<file path="config.mk">
export PLATFORM = sky130hd
export DESIGN_NAME = pci64_wr_target
export DESIGN_NICKNAME = d
export VERILOG_FILES = /design/src/rtl/pci64t_pkg.sv /design/src/rtl/tgt_decode.sv /design/src/rtl/tgt_fsm.sv /design/src/rtl/tgt_wcap.sv /design/src/rtl/pci64_wr_target.sv
export SDC_FILE = /design/constraint.sdc
export NUM_CORES = 1
export LEC_CHECK = 0
export BUFFER_PORTS_ARGS = -buffer_cell sky130_fd_sc_hd__buf_2
export CORE_ASPECT_RATIO = 1.25
export CORE_UTILIZATION = 25
export DETAILED_ROUTE_END_ITERATION = 8
export PLACE_DENSITY = 0.59
export RECOVER_POWER = 50
export SLEW_MARGIN = 0
export SYNTH_ARGS = -nofsm -noshare
export SYNTH_HDL_FRONTEND = slang
export SYNTH_HIERARCHICAL = 1
export SYNTH_SLANG_ARGS = --single-unit
</file>
<file path="constraint.sdc">
create_clock -name clk -period 1.98 [get_ports clk]
set_input_delay 0.594 -clock clk [delete_from_list [all_inputs] [get_ports clk]]
set_output_delay 0.594 -clock clk [all_outputs]
set_load 0.01 [all_outputs]
</file>
<file path="src/rtl/pci64t_pkg.sv">
package pci64t_pkg;
    localparam int BUS_W  = 64;
    localparam int LANE_N = BUS_W / 8;
    localparam int HALF_W = BUS_W / 2;
    localparam int ADDR_W = 32;

    localparam logic [3:0] CMD_MEM_WRITE = 4'b0111;

    typedef enum logic [2:0] {
        ST_IDLE,
        ST_DECODE,
        ST_CLAIM,
        ST_XFER,
        ST_TURN
    } tgt_state_e;
endpackage

</file>
<file path="src/rtl/tgt_decode.sv">
module tgt_decode
    import pci64t_pkg::*;
#(
    parameter logic [ADDR_W-1:0] BASE_ADDR = 32'h8020_0000,
    parameter int                WIN_BITS  = 12
) (
    input  logic [ADDR_W-WIN_BITS-1:0] addr_hi,
    input  logic [3:0]                 cmd,
    output logic                       hit
);
    localparam int HI_W = ADDR_W - WIN_BITS;
    localparam logic [HI_W-1:0] BASE_HI = BASE_ADDR[ADDR_W-1:WIN_BITS];

    always_comb begin
        hit = (addr_hi == BASE_HI) && (cmd == CMD_MEM_WRITE);
    end
endmodule

</file>
<file path="src/rtl/tgt_fsm.sv">
module tgt_fsm
    import pci64t_pkg::*;
#(
    parameter int WAIT_N = 2
) (
    input  logic clk,
    input  logic rst_n,
    input  logic frame_n,
    input  logic irdy_n,
    input  logic req64_n,
    input  logic hit,
    output logic done,
    output logic wide,
    output logic devsel_o,
    output logic devsel_oe,
    output logic trdy_o,
    output logic trdy_oe,
    output logic ack64_o,
    output logic ack64_oe
);
    localparam int CNT_W = (WAIT_N > 1) ? $clog2(WAIT_N) : 1;
    localparam logic [CNT_W-1:0] CNT_LOAD = CNT_W'((WAIT_N > 0) ? (WAIT_N - 1) : 0);

    tgt_state_e       state, state_nx;
    logic [CNT_W-1:0] wcnt;
    logic             bus_idle_q;
    logic             wide_q;
    logic             addr_phase;

    assign addr_phase = bus_idle_q && !frame_n;
    assign done       = (state == ST_XFER) && !irdy_n;
    assign wide       = wide_q;

    // next state
    always_comb begin
        state_nx = state;
        unique case (state)
            ST_IDLE:   if (addr_phase && hit) state_nx = ST_DECODE;
            ST_DECODE: state_nx = (WAIT_N == 0) ? ST_XFER : ST_CLAIM;
            ST_CLAIM:  if (wcnt == '0) state_nx = ST_XFER;
            ST_XFER:   if (!irdy_n) state_nx = ST_TURN;
            ST_TURN:   state_nx = ST_IDLE;
            default:   state_nx = ST_IDLE;
        endcase
    end

    // state register
    always_ff @(posedge clk or negedge rst_n) begin
        if (!rst_n) state <= ST_IDLE;
        else        state <= state_nx;
    end

    // wait counter, bus-idle history and width latch
    always_ff @(posedge clk or negedge rst_n) begin
        if (!rst_n) begin
            wcnt       <= '0;
            bus_idle_q <= 1'b0;
            wide_q     <= 1'b0;
        end else begin
            bus_idle_q <= frame_n && irdy_n;
            if (state == ST_DECODE)
                wcnt <= CNT_LOAD;
            else if (state == ST_CLAIM && wcnt != '0)
                wcnt <= wcnt - 1'b1;
            if (state == ST_IDLE && addr_phase && hit)
                wide_q <= !req64_n;
        end
    end

    // outputs
    always_comb begin
        devsel_o  = 1'b1;
        devsel_oe = 1'b0;
        trdy_o    = 1'b1;
        trdy_oe   = 1'b0;
        ack64_o   = 1'b1;
        ack64_oe  = 1'b0;
        unique case (state)
            ST_IDLE, ST_DECODE: ;
            ST_CLAIM: begin
                devsel_o = 1'b0; devsel_oe = 1'b1;
                trdy_oe  = 1'b1;
                ack64_o  = !wide_q; ack64_oe = 1'b1;
            end
            ST_XFER: begin
                devsel_o = 1'b0; devsel_oe = 1'b1;
                trdy_o   = 1'b0; trdy_oe   = 1'b1;
                ack64_o  = !wide_q; ack64_oe = 1'b1;
            end
            ST_TURN: begin
                devsel_oe = 1'b1;
                trdy_oe   = 1'b1;
                ack64_oe  = 1'b1;
            end
            default: ;
        endcase
    end

    logic dev_on;
    assign dev_on = devsel_oe && !devsel_o;


    devsel_medium_chk: assert property (@(posedge clk) disable iff (!rst_n)
        $rose(dev_on) |-> !$past(frame_n, 2));


    trdy_inside_devsel_chk: assert property (@(posedge clk) disable iff (!rst_n)
        (trdy_oe && !trdy_o) |-> dev_on);


    ack64_locked_chk: assert property (@(posedge clk) disable iff (!rst_n)
        (dev_on && $past(dev_on)) |-> $stable(ack64_o));


    ack64_with_devsel_chk: assert property (@(posedge clk) disable iff (!rst_n)
        (ack64_oe && !ack64_o) |-> dev_on);


    trdy_drop_after_done_chk: assert property (@(posedge clk) disable iff (!rst_n)
        (trdy_oe && !trdy_o && !irdy_n) |=> (trdy_oe && trdy_o));


    release_after_turn_chk: assert property (@(posedge clk) disable iff (!rst_n)
        (devsel_oe && devsel_o) |=> !devsel_oe);
endmodule

</file>
<file path="src/rtl/tgt_wcap.sv">
module tgt_wcap
    import pci64t_pkg::*;
(
    input  logic              clk,
    input  logic              rst_n,
    input  logic              done,
    input  logic              wide,
    input  logic [BUS_W-1:0]  ad,
    input  logic [LANE_N-1:0] cbe_n,
    output logic              wr_strobe,
    output logic [BUS_W-1:0]  wr_data,
    output logic [LANE_N-1:0] wr_mask
);
    localparam int HALF_LANES = LANE_N / 2;

    always_ff @(posedge clk or negedge rst_n) begin
        if (!rst_n) begin
            wr_strobe <= 1'b0;
            wr_data   <= '0;
            wr_mask   <= '0;
        end else begin
            wr_strobe <= done;
            if (done) begin
                if (wide) begin
                    wr_data <= ad;
                    wr_mask <= ~cbe_n;
                end else begin
                    wr_data <= {{HALF_W{1'b0}}, ad[HALF_W-1:0]};
                    wr_mask <= {{HALF_LANES{1'b0}}, ~cbe_n[HALF_LANES-1:0]};
                end
            end
        end
    end


    strobe_single_chk: assert property (@(posedge clk) disable iff (!rst_n)
        wr_strobe |=> !wr_strobe);
endmodule

</file>
<file path="src/rtl/pci64_wr_target.sv">
module pci64_wr_target
    import pci64t_pkg::*;
#(
    parameter logic [ADDR_W-1:0] BASE_ADDR = 32'h8020_0000,
    parameter int                WIN_BITS  = 12,
    parameter int                WAIT_N    = 2
) (
    input  logic              clk,
    input  logic              rst_n,
    input  logic              frame_n,
    input  logic              req64_n,
    input  logic              irdy_n,
    input  logic [LANE_N-1:0] cbe_n,
    input  logic [BUS_W-1:0]  ad,
    output logic              devsel_o,
    output logic              devsel_oe,
    output logic              trdy_o,
    output logic              trdy_oe,
    output logic              stop_o,
    output logic              stop_oe,
    output logic              ack64_o,
    output logic              ack64_oe,
    output logic              wr_strobe,
    output logic [BUS_W-1:0]  wr_data,
    output logic [LANE_N-1:0] wr_mask
);
    logic hit, done, wide;

    tgt_decode #(.BASE_ADDR(BASE_ADDR), .WIN_BITS(WIN_BITS)) u_decode (
        .addr_hi (ad[ADDR_W-1:WIN_BITS]),
        .cmd     (cbe_n[3:0]),
        .hit     (hit)
    );

    tgt_fsm #(.WAIT_N(WAIT_N)) u_fsm (
        .clk       (clk),
        .rst_n     (rst_n),
        .frame_n   (frame_n),
        .irdy_n    (irdy_n),
        .req64_n   (req64_n),
        .hit       (hit),
        .done      (done),
        .wide      (wide),
        .devsel_o  (devsel_o),
        .devsel_oe (devsel_oe),
        .trdy_o    (trdy_o),
        .trdy_oe   (trdy_oe),
        .ack64_o   (ack64_o),
        .ack64_oe  (ack64_oe)
    );

    tgt_wcap u_wcap (
        .clk       (clk),
        .rst_n     (rst_n),
        .done      (done),
        .wide      (wide),
        .ad        (ad),
        .cbe_n     (cbe_n),
        .wr_strobe (wr_strobe),
        .wr_data   (wr_data),
        .wr_mask   (wr_mask)
    );

    assign stop_o  = 1'b1;
    assign stop_oe = devsel_oe;
endmodule

</file>
Word level (Yosys, flattened, before mapping)
Cells that the tools add are included.
{"block": "word_totals", "out_inout_bits": 81, "regBits": 79, "wordCells": 48, "input_bits": 77}
{"block": "op_classes", "n_eq_ne": 9, "n_addsub": 1, "n_bitwise": 2, "n_reduce_logical": 17, "mux": 12}
{"op": "two-way mux 64 bit", "count": 1}
{"op": "== test 20 bit, second input constant", "count": 1}
{"op": "one-hot mux 3 bit (4 select lines)", "count": 1}
{"op": "two-way mux 3 bit", "count": 3}
{"op": "logical AND 1 bit", "count": 8}
{"op": "two-way mux 8 bit", "count": 1}
{"op": "inverter 8 bit", "count": 1}
{"op": "== test 3 x 2 -> 1 bit, second input constant", "count": 2}
{"op": "two-way mux 1 bit", "count": 6}
{"op": "== test 4 x 3 -> 1 bit, second input constant", "count": 1}
{"op": "zero test 1 bit", "count": 4}
{"op": "inequality test 2 bit, second input constant", "count": 2}
{"op": "inverter 4 bit", "count": 1}
{"op": "== test 3 x 1 -> 1 bit, second input constant", "count": 1}
{"op": "== test 3 bit, second input constant", "count": 1}
{"op": "zero test 3 bit", "count": 1}
{"op": "AND reduction 3 bit", "count": 1}
{"op": "OR reduction 3 bit", "count": 1}
{"op": "inequality test 2 x 1 -> 1 bit, second input constant", "count": 1}
{"op": "nonzero test 2 bit", "count": 1}
{"op": "OR reduction 2 bit", "count": 1}
{"op": "subtractor 1 bit, second input constant", "count": 1}

Depth between registers and ports, before layout
Gate-level depths: netlist of the first run.
{"block": "depth", "ltp_word": 5, "depth_mapped": 9, "ltp_nobuf": 6}

Modules after synthesis
The synthesis of the first run kept the hierarchy.
{"module": "tgt_wcap", "seq_area_each_um2": 1826.8, "area_per_inst_um2": 2916.5, "n_inst": 1, "cells_per_inst": 237}
{"module": "tgt_fsm", "seq_area_each_um2": 150.1, "area_per_inst_um2": 304.0, "n_inst": 1, "cells_per_inst": 34}
{"module": "tgt_decode", "seq_area_each_um2": 0.0, "area_per_inst_um2": 71.3, "n_inst": 1, "cells_per_inst": 10}
{"module": "pci64_wr_target", "seq_area_each_um2": 0.0, "area_per_inst_um2": 18.8, "n_inst": 1, "cells_per_inst": 3}

Worst setup path after synthesis of the first run
No wires, ideal clock.
{"block": "synth_path", "path_kind": "reg-to-output", "startpoint": "register u_fsm.state[1]", "endpoint": "output port stop_oe", "arrival_time_ns": 1.063, "path_stages_with_launch": 7, "path_slack_ns": 0.323, "path_cell_list": "dfrtp_1 > inv_2 > nor2_4 > inv_2 > nand2_1 > buf_4 > buf_4"}
{"block": "synth_between", "elab_chain_len": 3, "elab_cells_between_ends": 5}
{"element": "start: declaration", "line_no": "tgt_fsm.sv:24", "rtl": "tgt_state_e state, state_nx;"}
{"element": "start signal: assignment", "line_no": "tgt_fsm.sv:50", "rtl": "else state <= state_nx;"}
{"element": "== test 3 bit or == test 3 x 2 -> 1 bit (tied branches)"}
{"element": "OR reduction 3 bit (no line) *"}
{"element": "two-way mux 1 bit *"}
{"element": "end: declaration", "line_no": "pci64_wr_target.sv:20", "rtl": "output logic stop_oe,"}
Every way passes the cells marked *; elsewhere a longest branch is shown, timed or not.

Final worst setup path of the first run
{"block": "layout_path", "startpoint": "register u_fsm.state[1]", "endpoint": "output port ack64_oe"}
{"block": "layout_between", "elab_chain_len": 3, "elab_cells_between_ends": 5}
{"element": "== test 3 bit or == test 3 x 2 -> 1 bit (tied branches)", "line_no": "tgt_fsm.sv:78", "rtl": "unique case (state)"}
{"element": "OR reduction 3 bit (no line) *"}
{"element": "two-way mux 1 bit *", "line_no": "tgt_fsm.sv:78"}
{"element": "end: declaration", "line_no": "pci64_wr_target.sv:22", "rtl": "output logic ack64_oe,"}
Marked as above.

==> reports/summary.log, run 1 <==
INFO  status         run_status=complete, no violations
INFO  global_routing grt_pass1_vias=2592
INFO  placed_design  postPlaceCellArea=4230µm²
INFO  synth          cell_type_with_the_highest_aggregate_area_in_the_netlist=sky130_fd_sc_hd__dfrtp_1
INFO  power_and_ir_drop power_switching=2.45mW
INFO  drt            drcViolationCount=0
INFO  sta            worst_hold_slack=0.447ns
INFO  drt            postRouteAntennaNets=0
INFO  sta            max_slew.worst_pin.slew=1.11ns
INFO  floorplanning  die-height=131µm
INFO  sta            hold_viol_final=0
INFO  worst_setup_path crit_path_start_kind=flop
INFO  synth          ys_dominant_reg_cell=sky130_fd_sc_hd__dfrtp_1
INFO  power_and_ir_drop p_clk_frac=0.248
INFO  power_and_ir_drop static_leakage=2.17nW
INFO  sta            final_min_period_over_clock_period=0.943
INFO  drt            detail_route.first_pass.iterations=4
INFO  sta            setup_viol=0
INFO  synth          synthMostInstantiatedCell=sky130_fd_sc_hd__dfrtp_1
INFO  cts            cts_tree=yes
INFO  final_layout   final_util=0.352
INFO  floorplanning  floorplan_row_count=46
INFO  worst_setup_path slowest_delay=0.42ns
INFO  synth          syn-instance-count=284
INFO  drt            num_vias=2606
INFO  worst_setup_path worst_setup_path_end_kind=output pin
INFO  synth          async_flop_share=1.00
INFO  synth          synth.top_cells.by_count=79 x sky130_fd_sc_hd__dfrtp_1, 41 x sky130_fd_sc_hd__inv_1, 33 x sky130_fd_sc_hd__nand3_1, 31 x sky130_fd_sc_hd__o21ai_0, 20 x sky130_fd_sc_hd__mux2_2
INFO  sta            final-max-slew-violation-count=0
INFO  floorplanning  design.portCount=158
INFO  global_routing antenna_found_initial=0
INFO  power_and_ir_drop swShare=0.339
INFO  synth          yosysSeqAreaShare=0.597
INFO  synth          ys_ff_latch=79
INFO  drt            routed_wire_length_per_instance=13.1µm
INFO  power_and_ir_drop vdd_drop_max=553µV
INFO  flow_run       maxCapViolations=0
INFO  placed_design  place.port_buffers=156
INFO  worst_setup_path arrival=1.27ns
INFO  hold_path      hold_path_class=in2reg
INFO  final_layout   flow.area_growth_from_synthesis=35.8%
INFO  worst_setup_path critical_path_s_slowest_cell=sky130_fd_sc_hd__dfrtp_2
INFO  power_and_ir_drop p_seq_frac=0.393
INFO  sta            rsz0062_at_grt=no
INFO  synth          synth_area_leaders=sky130_fd_sc_hd__dfrtp_1 60%, sky130_fd_sc_hd__mux2_2 6.8%, sky130_fd_sc_hd__mux2_4 5.4%
INFO  hold_path      min_from=req64_n
INFO  synth          mappedNetlistArea=3310µm²
INFO  cts            clock_tree.buffer_depth=2
INFO  global_routing global_route.overflow_total=0
INFO  worst_setup_path r2r-start=u_fsm/state[1]$_DFFE_PN0P_
INFO  worst_setup_path critical_path.cell_chain=inv_2 -> nor2_4 -> inv_2 -> nand2_1 -> buf_2
INFO  sta            final.setup_skew=0.00519ns
INFO  worst_setup_path required_time_at_the_worst_slack_endpoint=1.39ns
INFO  final_layout   num-fill-cells=1330
INFO  floorplanning  fp.dieArea=13700µm²
INFO  power_and_ir_drop comb_power_share=0.359
INFO  cts            path_clk_slew=0.06ns
INFO  floorplanning  die_x=105µm
INFO  sta            final.min_clock_period=1.87ns
INFO  worst_setup_path critical_path.startpoint=u_fsm/state[1]$_DFFE_PN0P_
INFO  floorplanning  initial_utilization=0.259
INFO  cts            cts_post_setup_buffers_inserted=0
INFO  synth          ys.warnings.count=6
INFO  synth          synthDominantCellAreaShare=0.597
INFO  cts            cts_root_buf=sky130_fd_sc_hd__clkbuf_16
INFO  floorplanning  placeableCoreArea=12800µm²
INFO  drt            drt_iter0_drc=116
INFO  cts            ctsHoldBuffers=0
INFO  cts            depth_of_the_cts_h_tree=3
INFO  global_routing wire_length_of_the_first_global_routing_pass=12700µm
INFO  final_layout   design.final.nets=512
INFO  final_layout   final_area=4500µm²
INFO  global_routing global_route.usage.total=0.120
INFO  worst_setup_path timing.critical_path.fanout_max=5
INFO  worst_setup_path crit_path_most_repeated_cell=sky130_fd_sc_hd__inv_2
INFO  synth          synth-edff-count=0
INFO  power_and_ir_drop power_density=1610nW/µm²
INFO  worst_setup_path critPathKind=reg2out
INFO  drt            vias_per_cell=4.29
INFO  placed_design  hpwlAfterDp=5700µm
INFO  final_layout   layout_cells_sized_above_1=0.407
INFO  synth          yosys.cell_types.count=30
INFO  sta            max-slew-margin-rel=0.260
INFO  synth          mean_instance_size_in_the_synthesized_netlist=11.7µm²
INFO  drt            finalWirelength=7990µm
INFO  final_layout   n_antenna_cell=0
INFO  synth          syn-num-nets=361
INFO  sta            fmax=535MHz
INFO  cts            cts_num_sinks=79
INFO  power_and_ir_drop power.internal=4.77mW
INFO  global_routing grt_start_max_net_pins=80
INFO  placed_design  routabilityCongestion=0.740
INFO  cts            worst_skew_pair.late_latency=0.32ns
INFO  sta            setup-tns-final=0ns
INFO  cts            post_cts_resize_count=0
INFO  cts            tritoncts.num_buffers=9
-- worst paths after layout --
kind	end	slack, ns	cells after the start
max	ack64_oe	0.11	5
min	u_fsm/wide$_DFFE_PN0P_	0.45	2
max reg2reg	u_wcap/wr_data[8]$_DFFE_PN0P_	0.34	6
min reg2reg	u_wcap/wr_data[27]$_DFFE_PN0P_	0.51	1
max in group asynchronous	u_fsm/state[1]$_DFFE_PN0P_	0.61	2
min in group asynchronous	u_wcap/wr_data[9]$_DFFE_PN0P_	0.59	2
-- cell type report --
type	instances	area (µm²)	area share
sequential	79	1980	0.440
multi-input combinational	142	1030	0.228
timing repair buffer	160	795	0.177
clock buffer	13	260	0.0579
tap	168	210	0.0468
inverter	43	161	0.0359
clock inverter	3	65.1	0.0145
-- placed cells by master, fill, tap and decap left out, types with 3 or more instances in the layout --
cell and instances:
sky130_fd_sc_hd__buf_2 120, sky130_fd_sc_hd__clkbuf_1 37, sky130_fd_sc_hd__clkbuf_16 9, sky130_fd_sc_hd__dfrtp_1 78, sky130_fd_sc_hd__inv_1 41, sky130_fd_sc_hd__mux2_2 20, sky130_fd_sc_hd__mux2_4 12, sky130_fd_sc_hd__mux2i_1 5
sky130_fd_sc_hd__nand2_1 8, sky130_fd_sc_hd__nand3_1 33, sky130_fd_sc_hd__nand3b_1 4, sky130_fd_sc_hd__nor2_1 5, sky130_fd_sc_hd__nor2_4 3, sky130_fd_sc_hd__o21ai_0 31, sky130_fd_sc_hd__o21ai_1 6
-- kinds of logic (layout without fill, tap and decap cells) --
kind of cell           count (synthesis)  after routing  share of synthesized area
AOI/OAI and AO/OA                     38             38                     0.0574
buffers and inverters                 63            219                     0.0952
DFF                                   79             79                      0.597
muxes                                 37             37                      0.138
other                                  1              1                    0.00113
and+or+nand+nor                       66             66                      0.111
-- flip-flops by register name (all words and copies together) (netlist names) --
| signal | cells |
|---|---|
| u_fsm/state | 3 |
| u_fsm/bus_idle_q | 1 |
| u_fsm/wcnt | 1 |
| u_wcap/wr_strobe | 1 |
| u_wcap/wr_data | 64 |
| u_fsm/wide | 1 |
| u_wcap/wr_mask | 8 |
-- routing by layer --
metal | global-route usage | part of all wire | wire (µm) | vias up
met3 | 0.0372 | 0.067 | 533 | 8
met4 | 0.0621 | 0.012 | 98 | 0
met2 | 0.201 | 0.51 | 4050 | 109
li1 | - | - | - | 1232
met5 | 0 | 0 | 0 | -
met1 | 0.140 | 0.41 | 3310 | 1257
-- power by group through the flow --
stage                     Sequential (mW)  Clock (mW)  Combinational, mW
after floorplan                      3.18           0               1.26
after global placement               2.81           0               2.67
after detailed placement             2.84           0               2.74
after CTS                            2.83        1.86               2.74
after global routing                 2.94        1.94               2.86
final                                2.83        1.79               2.59
-- critical path: cells and delay by family (launching register included) --
kind / cells / cell delay (ns)
buffers and inverters: 3 / 0.30
DFF: 1 / 0.42
and+or+nand+nor: 2 / 0.24
-- per-stage QoR --
step,setup slack [ns],power (mW),std cells
after floorplan,0.323,4.44,284
after global placement,0.106,5.48,592
after detailed placement,0.0469,5.58,592
after CTS,0.0385,7.43,608
after global routing,0.0317,7.74,608
final,0.112,7.22,608
Note: power is estimated with default switching activity, not from simulation.
==> inputs of run 2 (changes only) <==
--- a/config.mk
+++ b/config.mk
@@ -6,10 +6,12 @@
 export NUM_CORES = 1
 export LEC_CHECK = 0
 export BUFFER_PORTS_ARGS = -buffer_cell sky130_fd_sc_hd__buf_2
-export CORE_ASPECT_RATIO = 1.25
+export CELL_PAD_IN_SITES_DETAIL_PLACEMENT = 0
+export CELL_PAD_IN_SITES_GLOBAL_PLACEMENT = 2
 export CORE_UTILIZATION = 25
 export DETAILED_ROUTE_END_ITERATION = 8
-export PLACE_DENSITY = 0.59
+export GPL_TIMING_DRIVEN = 0
+export PLACE_DENSITY = 0.84
 export RECOVER_POWER = 50
 export SLEW_MARGIN = 0
 export SYNTH_ARGS = -nofsm -noshare
==> run 2 against run 1 <==
Worst hold slack got worse by 0.045 ns. First-iteration DRC count down 17%. Sequential share of layout area fell by 1.2 points. Utilization increased by 1.0 points. Clock skew decreased by 0.00096 ns. Sequential power hardly changed. Critical endpoint is now trdy_oe. Largest cell class unchanged. Highest routed layer unchanged.
==> reports/summary.log, run 2 (synthesis results as in run 1) <==
INFO  status         run_status=complete, no violations
INFO  worst_setup_path crit_path_start_kind=flop
INFO  floorplanning  die_x=117µm [+12%]
INFO  power_and_ir_drop vdd_drop_max=715µV [+29%]
INFO  cts            ctsHoldBuffers=0 [unchanged]
INFO  worst_setup_path critical_path.cell_chain=nor2_4 -> nand2_1 -> nand2_2 -> buf_4 -> buf_2
INFO  power_and_ir_drop swShare=0.335 [-0.00359]
INFO  worst_setup_path r2r-start=u_fsm/state[2]$_DFFE_PN0P_
INFO  flow_run       maxCapViolations=0 [unchanged]
INFO  sta            hold_viol_final=0 [unchanged]
INFO  drt            drcViolationCount=0 [unchanged]
INFO  global_routing gr-usage-met3=0.0489 [+0.0117]
INFO  sta            final-max-slew-violation-count=0 [unchanged]
INFO  final_layout   design.final.nets=531 [+3.7%]
INFO  worst_setup_path critical_path_s_slowest_cell=sky130_fd_sc_hd__dfrtp_2
INFO  final_layout   flow.area_growth_from_synthesis=39.7%
INFO  worst_setup_path worst_setup_path_end_kind=output pin
INFO  power_and_ir_drop p_clk_frac=0.245 [-0.003]
INFO  cts            clock_tree.buffer_depth=2 [unchanged]
INFO  floorplanning  die-height=117µm [-10%]
INFO  final_layout   final_area=4620µm² [+2.9%]
INFO  floorplanning  placeableCoreArea=12800µm² [about the same]
INFO  drt            num_vias=2639 [+1.3%]
INFO  placed_design  place.port_buffers=156 [unchanged]
INFO  floorplanning  fp.dieArea=13700µm² [about the same]
INFO  sta            final_min_period_over_clock_period=0.951 [+0.00780]
INFO  global_routing grt_pass1_vias=2579 [-0.50%]
INFO  worst_setup_path critical_path.startpoint=u_fsm/state[0]$_DFFE_PN0P_
INFO  floorplanning  design.portCount=158 [unchanged]
INFO  sta            final.min_clock_period=1.88ns [+0.0154 ns]
INFO  power_and_ir_drop static_leakage=2.25nW [+3.7%]
INFO  floorplanning  initial_utilization=0.259 [about the same]
INFO  placed_design  postPlaceCellArea=4330µm² [+2.5%]
INFO  worst_setup_path critical_path.top_delay_family=flip-flops
INFO  cts            cts_root_buf=sky130_fd_sc_hd__clkbuf_16
INFO  final_layout   n_antenna_cell=0 [unchanged]
INFO  global_routing use_met1=0.157 [+0.0176]
INFO  global_routing global_route.usage.total=0.125 [+0.00513]
INFO  sta            fmax=531MHz [-0.82%]
INFO  drt            finalWirelength=8300µm [+3.9%]
INFO  power_and_ir_drop power.internal=4.91mW [+3.0%]
INFO  power_and_ir_drop p_seq_frac=0.382 [-0.011]
INFO  power_and_ir_drop comb_power_share=0.373 [+0.014]
INFO  drt            routed_wire_length_per_instance=13.2µm [+0.27%]
INFO  floorplanning  floorplan_row_count=41 [-11%]
INFO  cts            depth_of_the_cts_h_tree=3 [unchanged]
INFO  global_routing globalRouteMet2Util=0.191 [-0.0101]
INFO  drt            postRouteAntennaNets=0 [unchanged]
INFO  worst_setup_path critPathBufInv=2 [-1]
INFO  sta            max-slew-margin-rel=0.363 [+0.103]
INFO  power_and_ir_drop power_density=1600nW/µm² [-0.44%]
INFO  final_layout   layout_cells_sized_above_1=0.428 [+0.0211]
INFO  global_routing antenna_found_initial=0 [unchanged]
INFO  worst_setup_path critPathKind=reg2out
INFO  sta            setup_viol=0 [unchanged]
INFO  worst_setup_path timing.critical_path.fanout_max=4 [-1]
INFO  final_layout   final_common_cell=sky130_fd_sc_hd__buf_2
INFO  global_routing gr-max-usage-layer=met2
INFO  worst_setup_path required_time_at_the_worst_slack_endpoint=1.39ns [about the same]
INFO  sta            max_slew.worst_pin.slew=0.956ns [-0.154 ns]
INFO  final_layout   largest_register_ff_count=64 [unchanged]
INFO  sta            worst_hold_slack=0.402ns [-0.0451 ns]
INFO  placed_design  routabilityCongestion=0.722 [-2.4%]
INFO  power_and_ir_drop power_switching=2.48mW [+1.3%]
INFO  global_routing global_route.overflow_total=0 [unchanged]
INFO  global_routing grt_start_max_net_pins=42 [-48%]
INFO  drt            detail_route.first_pass.iterations=4 [unchanged]
INFO  cts            cts_tree=yes
INFO  final_layout   commonest_non_fill_non_tap_cells_in_the_layout=125 x sky130_fd_sc_hd__buf_2, 78 x sky130_fd_sc_hd__dfrtp_1, 41 x sky130_fd_sc_hd__inv_1
INFO  final_layout   final_util=0.362 [+0.0102]
INFO  hold_path      hold_path_class=in2async
INFO  worst_setup_path slowest_delay=0.42ns [about the same]
INFO  final_layout   biggestRegsByFlops=u_wcap/wr_data: 64 flops, u_wcap/wr_mask: 8 flops, u_fsm/state: 3 flops
INFO  cts            cts_num_sinks=79 [unchanged]
INFO  cts            worst_skew_pair.late_latency=0.34ns [+0.02 ns]
INFO  global_routing wire_length_of_the_first_global_routing_pass=12800µm [+0.76%]
INFO  sta            rsz0062_at_grt=no
INFO  drt            vias_per_cell=4.19 [-2.3%]
INFO  cts            path_clk_slew=0.06ns [about the same]
INFO  cts            tritoncts.num_buffers=9 [unchanged]
INFO  sta            final.setup_skew=0.00422ns [-0.000963 ns]
INFO  final_layout   regMostFlops=u_wcap/wr_data
INFO  worst_setup_path arrival=1.29ns [+0.02 ns]
INFO  drt            drt_iter0_drc=96 [-17%]
INFO  placed_design  hpwlAfterDp=6160µm [+8.1%]
-- run 2: final timing paths --
| kind | cells after the start | slack [ns] | end |
|---|---|---|---|
| worst max-delay path | 5 | 0.1 | trdy_oe |
| worst min-delay path | 1 | 0.40 | u_wcap/wr_data[36]$_DFFE_PN0P_ |
| worst max register to register | 7 | 0.13 | u_wcap/wr_data[56]$_DFFE_PN0P_ |
| worst min register to register | 2 | 0.50 | u_fsm/wcnt$_DFFE_PN0P_ |
| max in group asynchronous | 2 | 0.37 | u_fsm/state[0]$_DFFE_PN0P_ |
| min in group clk | 2 | 0.43 | u_fsm/wide$_DFFE_PN0P_ |
-- run 2: layer usage --
metal  vias to the layer above  wire length (µm)
met1                      1246              3730
met4                         0               114
met2                       108              3770
met3                        11               688
met5                         -                 0
li1                       1274                 -
-- run 2: area by class of cell --
| cell class | instances | area, µm² |
|---|---|---|
| fill | 1311 | 8150 |
| sequential | 79 | 1980 |
| multi-input combinational | 142 | 1020 |
| timing repair buffer | 160 | 769 |
| clock buffer | 12 | 267 |
| tap | 172 | 215 |
| inverter | 43 | 161 |
| buffer | 19 | 148 |
| clock inverter | 3 | 65.1 |
-- run 2: stage by stage --
step	power, mW	setup WS [ns]	TNS, ns	cells
floorplan	4.44	0.323	0	284
global placement	5.62	-0.275	-21.21	612
detailed placement	5.68	0.0412	0	613
CTS	7.61	0.0669	0	630
global route	7.95	0.0254	0	630
finish	7.39	0.0968	0	630
-- run 2: timing repair --
item                                    CTS  global route
gates cloned                              0             0
buffers inserted                          3             0
endpoints found under the setup margin    2             7
pin swaps                                 1             0
resized for setup                         3             2
-- run 2: worst register-to-register path: cells and delay by family, from the launching register on --
family	cells	cell delay, ns
buffers and inverters	4	0.73
DFF	1	0.45
and+or+nand+nor	2	0.32
AOI/OAI and AO/OA	1	0.19
-- run 2: power groups by stage --
stage                     Clock [mW]  Sequential (mW)  Combinational, mW
final                           1.81             2.82               2.76
after global placement             0             2.82               2.80
after CTS                       1.89             2.82               2.91
after global routing            1.95             2.92               3.07
after detailed placement           0             2.83               2.85
after floorplan                    0             3.18               1.26
==> inputs of run 3 (changes only) <==
--- a/config.mk
+++ b/config.mk
@@ -6,15 +6,15 @@
 export NUM_CORES = 1
 export LEC_CHECK = 0
 export BUFFER_PORTS_ARGS = -buffer_cell sky130_fd_sc_hd__buf_2
+export CAP_MARGIN = 20
 export CELL_PAD_IN_SITES_DETAIL_PLACEMENT = 0
 export CELL_PAD_IN_SITES_GLOBAL_PLACEMENT = 2
 export CORE_UTILIZATION = 25
 export DETAILED_ROUTE_END_ITERATION = 8
 export GPL_TIMING_DRIVEN = 0
-export PLACE_DENSITY = 0.84
+export PLACE_DENSITY = 0.86
 export RECOVER_POWER = 50
 export SLEW_MARGIN = 0
 export SYNTH_ARGS = -nofsm -noshare
 export SYNTH_HDL_FRONTEND = slang
-export SYNTH_HIERARCHICAL = 1
 export SYNTH_SLANG_ARGS = --single-unit
==> run 3 against run 2 <==
The flow now finishes with violations (negative setup slack). Sequential cell count stayed put. Maximum frequency is 5.2% lower. Utilization is 1.5 points higher. Routed wire length is 3.6% higher. Worst hold slack worse by 0.062 ns. Sequential share of layout area is 0.65 points higher. Register-to-register slack better by 0.06 ns. Die area is 5.6% lower.
==> reports/summary.log, run 3 <==
INFO  synth          yosys.cell_types.count=25 [-17%]
INFO  drt            finalWirelength=8600µm [+3.6%]
INFO  drt            postRouteAntennaNets=0 [unchanged]
INFO  placed_design  place.port_buffers=156 [unchanged]
INFO  sta            fmax=504MHz [-5.2%]
INFO  worst_setup_path r2r-start=u_fsm.state[1]$_DFFE_PN0P_
INFO  floorplanning  placeableCoreArea=12100µm² [-5.2%]
INFO  final_layout   fin_cells=621 [-1.4%]
INFO  cts            cts_num_sinks=79 [unchanged]
INFO  final_layout   num-fill-cells=1265 [-3.5%]
INFO  final_layout   final_util=0.377 [+0.0145]
INFO  drt            vias_per_cell=4.24 [+1.1%]
INFO  cts            cts_root_buf=sky130_fd_sc_hd__clkbuf_16
INFO  synth          mappedNetlistArea=3120µm² [-5.7%]
INFO  synth          ys_ff_latch=79 [unchanged]
INFO  floorplanning  design.portCount=158 [unchanged]
INFO  sta            max-slew-margin-rel=0.453 [+0.0906]
INFO  final_layout   layout_cells_sized_above_1=0.519 [+0.0908]
INFO  sta            rsz0062_at_grt=yes
INFO  synth          synth_area_leaders=sky130_fd_sc_hd__dfrtp_1 63%, sky130_fd_sc_hd__mux2_2 12%, sky130_fd_sc_hd__nand2_1 9.3%
INFO  worst_setup_path timing.rr.end=u_wcap.wr_data[42]$_DFFE_PN0P_
INFO  synth          cell_type_with_the_highest_aggregate_area_in_the_netlist=sky130_fd_sc_hd__dfrtp_1
INFO  final_layout   commonest_non_fill_non_tap_cells_in_the_layout=160 x sky130_fd_sc_hd__buf_2, 76 x sky130_fd_sc_hd__nand2_1, 76 x sky130_fd_sc_hd__dfrtp_1
INFO  final_layout   regMostFlops=u_wcap.wr_data
INFO  final_layout   flow.area_growth_from_synthesis=46.0%
INFO  sta            final-max-slew-violation-count=0 [unchanged]
INFO  worst_setup_path timing.reg2reg.worst_path_depth=7 [unchanged]
INFO  floorplanning  die_x=114µm [-2.8%]
INFO  power_and_ir_drop vdd_drop_max=588µV [-18%]
INFO  final_layout   multiInputGateArea=1040µm² [+1.6%]
INFO  synth          synth-edff-count=0 [unchanged]
INFO  cts            tritoncts.num_buffers=9 [unchanged]
INFO  worst_setup_path required_time_at_the_worst_slack_endpoint=1.39ns [about the same]
INFO  global_routing antenna_found_initial=0 [unchanged]
INFO  worst_setup_path r2r_setup_slack=0.19ns [+0.06 ns]
INFO  floorplanning  floorplan_row_count=40 [-2.4%]
INFO  worst_setup_path arrival=1.39ns [+0.10 ns]
INFO  synth          yosysSeqAreaShare=0.633 [+0.0359]
INFO  drt            num_vias=2630 [-0.34%]
INFO  sta            final.setup_skew=0.00692ns [+0.00270 ns]
INFO  cts            depth_of_the_cts_h_tree=3 [unchanged]
INFO  sta            setup_slack=-0.00578ns [-0.103 ns]
INFO  floorplanning  fp.dieArea=12900µm² [-5.6%]
INFO  sta            final_min_period_over_clock_period=1.00 [+0.0518]
INFO  cts            worst_skew_pair.late_latency=0.34ns [about the same]
INFO  synth          async_flop_share=1.00 [unchanged]
INFO  status         run_status=finished, violations left
INFO  sta            hold_viol_final=0 [unchanged]
INFO  flow_run       maxCapViolations=0 [unchanged]
INFO  worst_setup_path timing.critical_path.fanout_max=4 [unchanged]
INFO  hold_path      hold_path_class=in2async
INFO  worst_setup_path critPathKind=reg2out
INFO  sta            setup_viol=3 [+3]
INFO  final_layout   final_common_cell=sky130_fd_sc_hd__buf_2
INFO  final_layout   design.final.nets=525 [-1.1%]
INFO  power_and_ir_drop power_density=1620nW/µm² [+1.1%]
INFO  synth          ys_dominant_reg_cell=sky130_fd_sc_hd__dfrtp_1
INFO  synth          syn-num-nets=353 [-2.2%]
INFO  drt            routed_wire_length_per_instance=13.8µm [+5.1%]
INFO  worst_setup_path worst_setup_path_end_kind=output pin
INFO  synth          mean_instance_size_in_the_synthesized_netlist=11.3µm² [-2.9%]
INFO  global_routing global_route.overflow_total=0 [unchanged]
INFO  global_routing grt_start_max_net_pins=49 [+17%]
INFO  final_layout   biggestRegsByFlops=u_wcap.wr_data: 64 flops, u_wcap.wr_mask: 8 flops, u_fsm.state: 3 flops
INFO  synth          ys.warnings.count=0 [-6]
INFO  final_layout   largest_register_ff_count=64 [unchanged]
INFO  cts            ctsHoldBuffers=0 [unchanged]
INFO  sta            final.min_clock_period=1.99ns [+0.103 ns]
INFO  global_routing grt_pass1_vias=2653 [+2.9%]
INFO  drt            drcViolationCount=0 [unchanged]
INFO  floorplanning  initial_utilization=0.258 [-0.00133]
INFO  synth          synthMostInstantiatedCell=sky130_fd_sc_hd__dfrtp_1
INFO  worst_setup_path critical_path.startpoint=u_fsm.state[1]$_DFFE_PN0P_
INFO  global_routing global_route.usage.total=0.142 [+0.0166]
INFO  placed_design  post_place_cells=601 [-2.0%]
INFO  placed_design  routabilityCongestion=0.673 [-6.9%]
INFO  power_and_ir_drop static_leakage=2.41nW [+7.0%]
INFO  floorplanning  die-height=114µm [-2.8%]
INFO  global_routing wire_length_of_the_first_global_routing_pass=13700µm [+6.9%]
INFO  cts            path_clk_slew=0.06ns [about the same]
INFO  synth          synth.top_cells.by_count=79 x sky130_fd_sc_hd__dfrtp_1, 77 x sky130_fd_sc_hd__nand2_1, 35 x sky130_fd_sc_hd__o21ai_0, 32 x sky130_fd_sc_hd__mux2_2, 10 x sky130_fd_sc_hd__buf_2
INFO  cts            cts_tree=yes
INFO  cts            clock_tree.buffer_depth=2 [unchanged]
INFO  final_layout   seqCellArea=1980µm² [+0.13%]
INFO  synth          syn-instance-count=276 [-2.8%]
INFO  drt            drt_iter0_drc=89 [-7.3%]
INFO  final_layout   n_antenna_cell=0 [unchanged]
INFO  drt            detail_route.first_pass.iterations=4 [unchanged]
INFO  status         violations=negative setup slack
INFO  sta            max_slew.worst_pin.slew=0.820ns [-0.136 ns]
INFO  synth          synthDominantCellAreaShare=0.633 [+0.0359]
INFO  placed_design  dp_worst_setup_slack=-0.0939ns [-0.135 ns]
INFO  worst_setup_path crit_path_start_kind=flop
INFO  placed_design  hpwlAfterDp=6370µm [+3.5%]
-- run 3: changes by cell type in the layout (fill, tap and decap cells not counted), sizes merged, moves of 7 or more --
cell,previous run,this run
nor2,8,1
nand3,33,0
nand2,8,78
buf,138,173
inv,43,6
clkbuf,53,18
-- run 3: worst max path at each step --
stage | endpoint | slack (ns) | depth (start not counted)
final | stop_oe | -0.006 | 5
after global placement | u_wcap.wr_data[10]$_DFFE_PN0P_ | -0.30 | 1
after floorplan | u_fsm.wide$_DFFE_PN0P_ | 0.28 | 3
after detailed placement | u_fsm.wide$_DFFE_PN0P_ | -0.09 | 5
after global routing | stop_oe | -0.05 | 5
after CTS | stop_oe | 0.007 | 5
-- run 3: per-stage QoR --
step / area (µm²) / setup TNS, ns / hold WS (ns) / power [mW]
6_report: 4560 / -0.0147 / 0.340 / 7.37
5_1_grt: 4560 / -0.178 / 0.410 / 7.89
2_1_floorplan: 3120 / 0 / 0.298 / 4.13
3_5_place_dp: 4140 / -0.0939 / 0.460 / 5.33
4_1_cts: 4520 / 0 / 0.203 / 7.34
3_3_place_gp: 4110 / -22.86 / 0.458 / 5.23
-- run 3: layout make-up --
type / instances / share of cell area
flip-flops and latches: 79 / 0.434
multi-input cells: 171 / 0.227
repair buffers: 162 / 0.186
clock buffers: 10 / 0.0524
well taps: 168 / 0.0461
plain buffers: 19 / 0.0250
clock inverters: 6 / 0.0236
inverters: 6 / 0.00494
-- run 3: kinds of logic (layout without fill, tap and decap cells) --
group / count (synthesis) / after routing / share of synthesized area
AOI/OAI and AO/OA: 46 / 46 / 0.0785
buffers and inverters: 26 / 203 / 0.0401
DFF: 79 / 79 / 0.633
muxes: 33 / 33 / 0.119
other: 1 / 1 / 0.00120
and+or+nand+nor: 91 / 91 / 0.129
-- run 3: power breakdown --
group / total [mW] / switching [mW] / internal (mW)
Combinational: 2.71 / 1.38 / 1.33
Sequential: 2.75 / 0.382 / 2.37
Clock: 1.92 / 0.654 / 1.26
Total: 7.37 / 2.41 / 4.96
-- run 3: routing by layer --
| layer | global-route usage | routed length [µm] | part of all wire |
|---|---|---|---|
| met1 | 0.171 | 3760 | 0.44 |
| met2 | 0.228 | 4070 | 0.47 |
| met3 | 0.0468 | 602 | 0.070 |
| met4 | 0.0684 | 161 | 0.019 |
| met5 | 0 | 0 | 0 |
-- run 3: worst max-delay path: stages, from the launching register on --
cell                      delay [ns]
sky130_fd_sc_hd__dfrtp_1        0.43
sky130_fd_sc_hd__and2b_2        0.25
sky130_fd_sc_hd__inv_2          0.08
sky130_fd_sc_hd__nand2_4        0.07
sky130_fd_sc_hd__buf_6          0.12
sky130_fd_sc_hd__buf_6          0.11
-- run 3: what timing repair did --
item,in CTS,in global routing
setup buffers,3,2
setup endpoints to repair,5,6
gates resized for setup,7,11
hold endpoints to repair,0,0
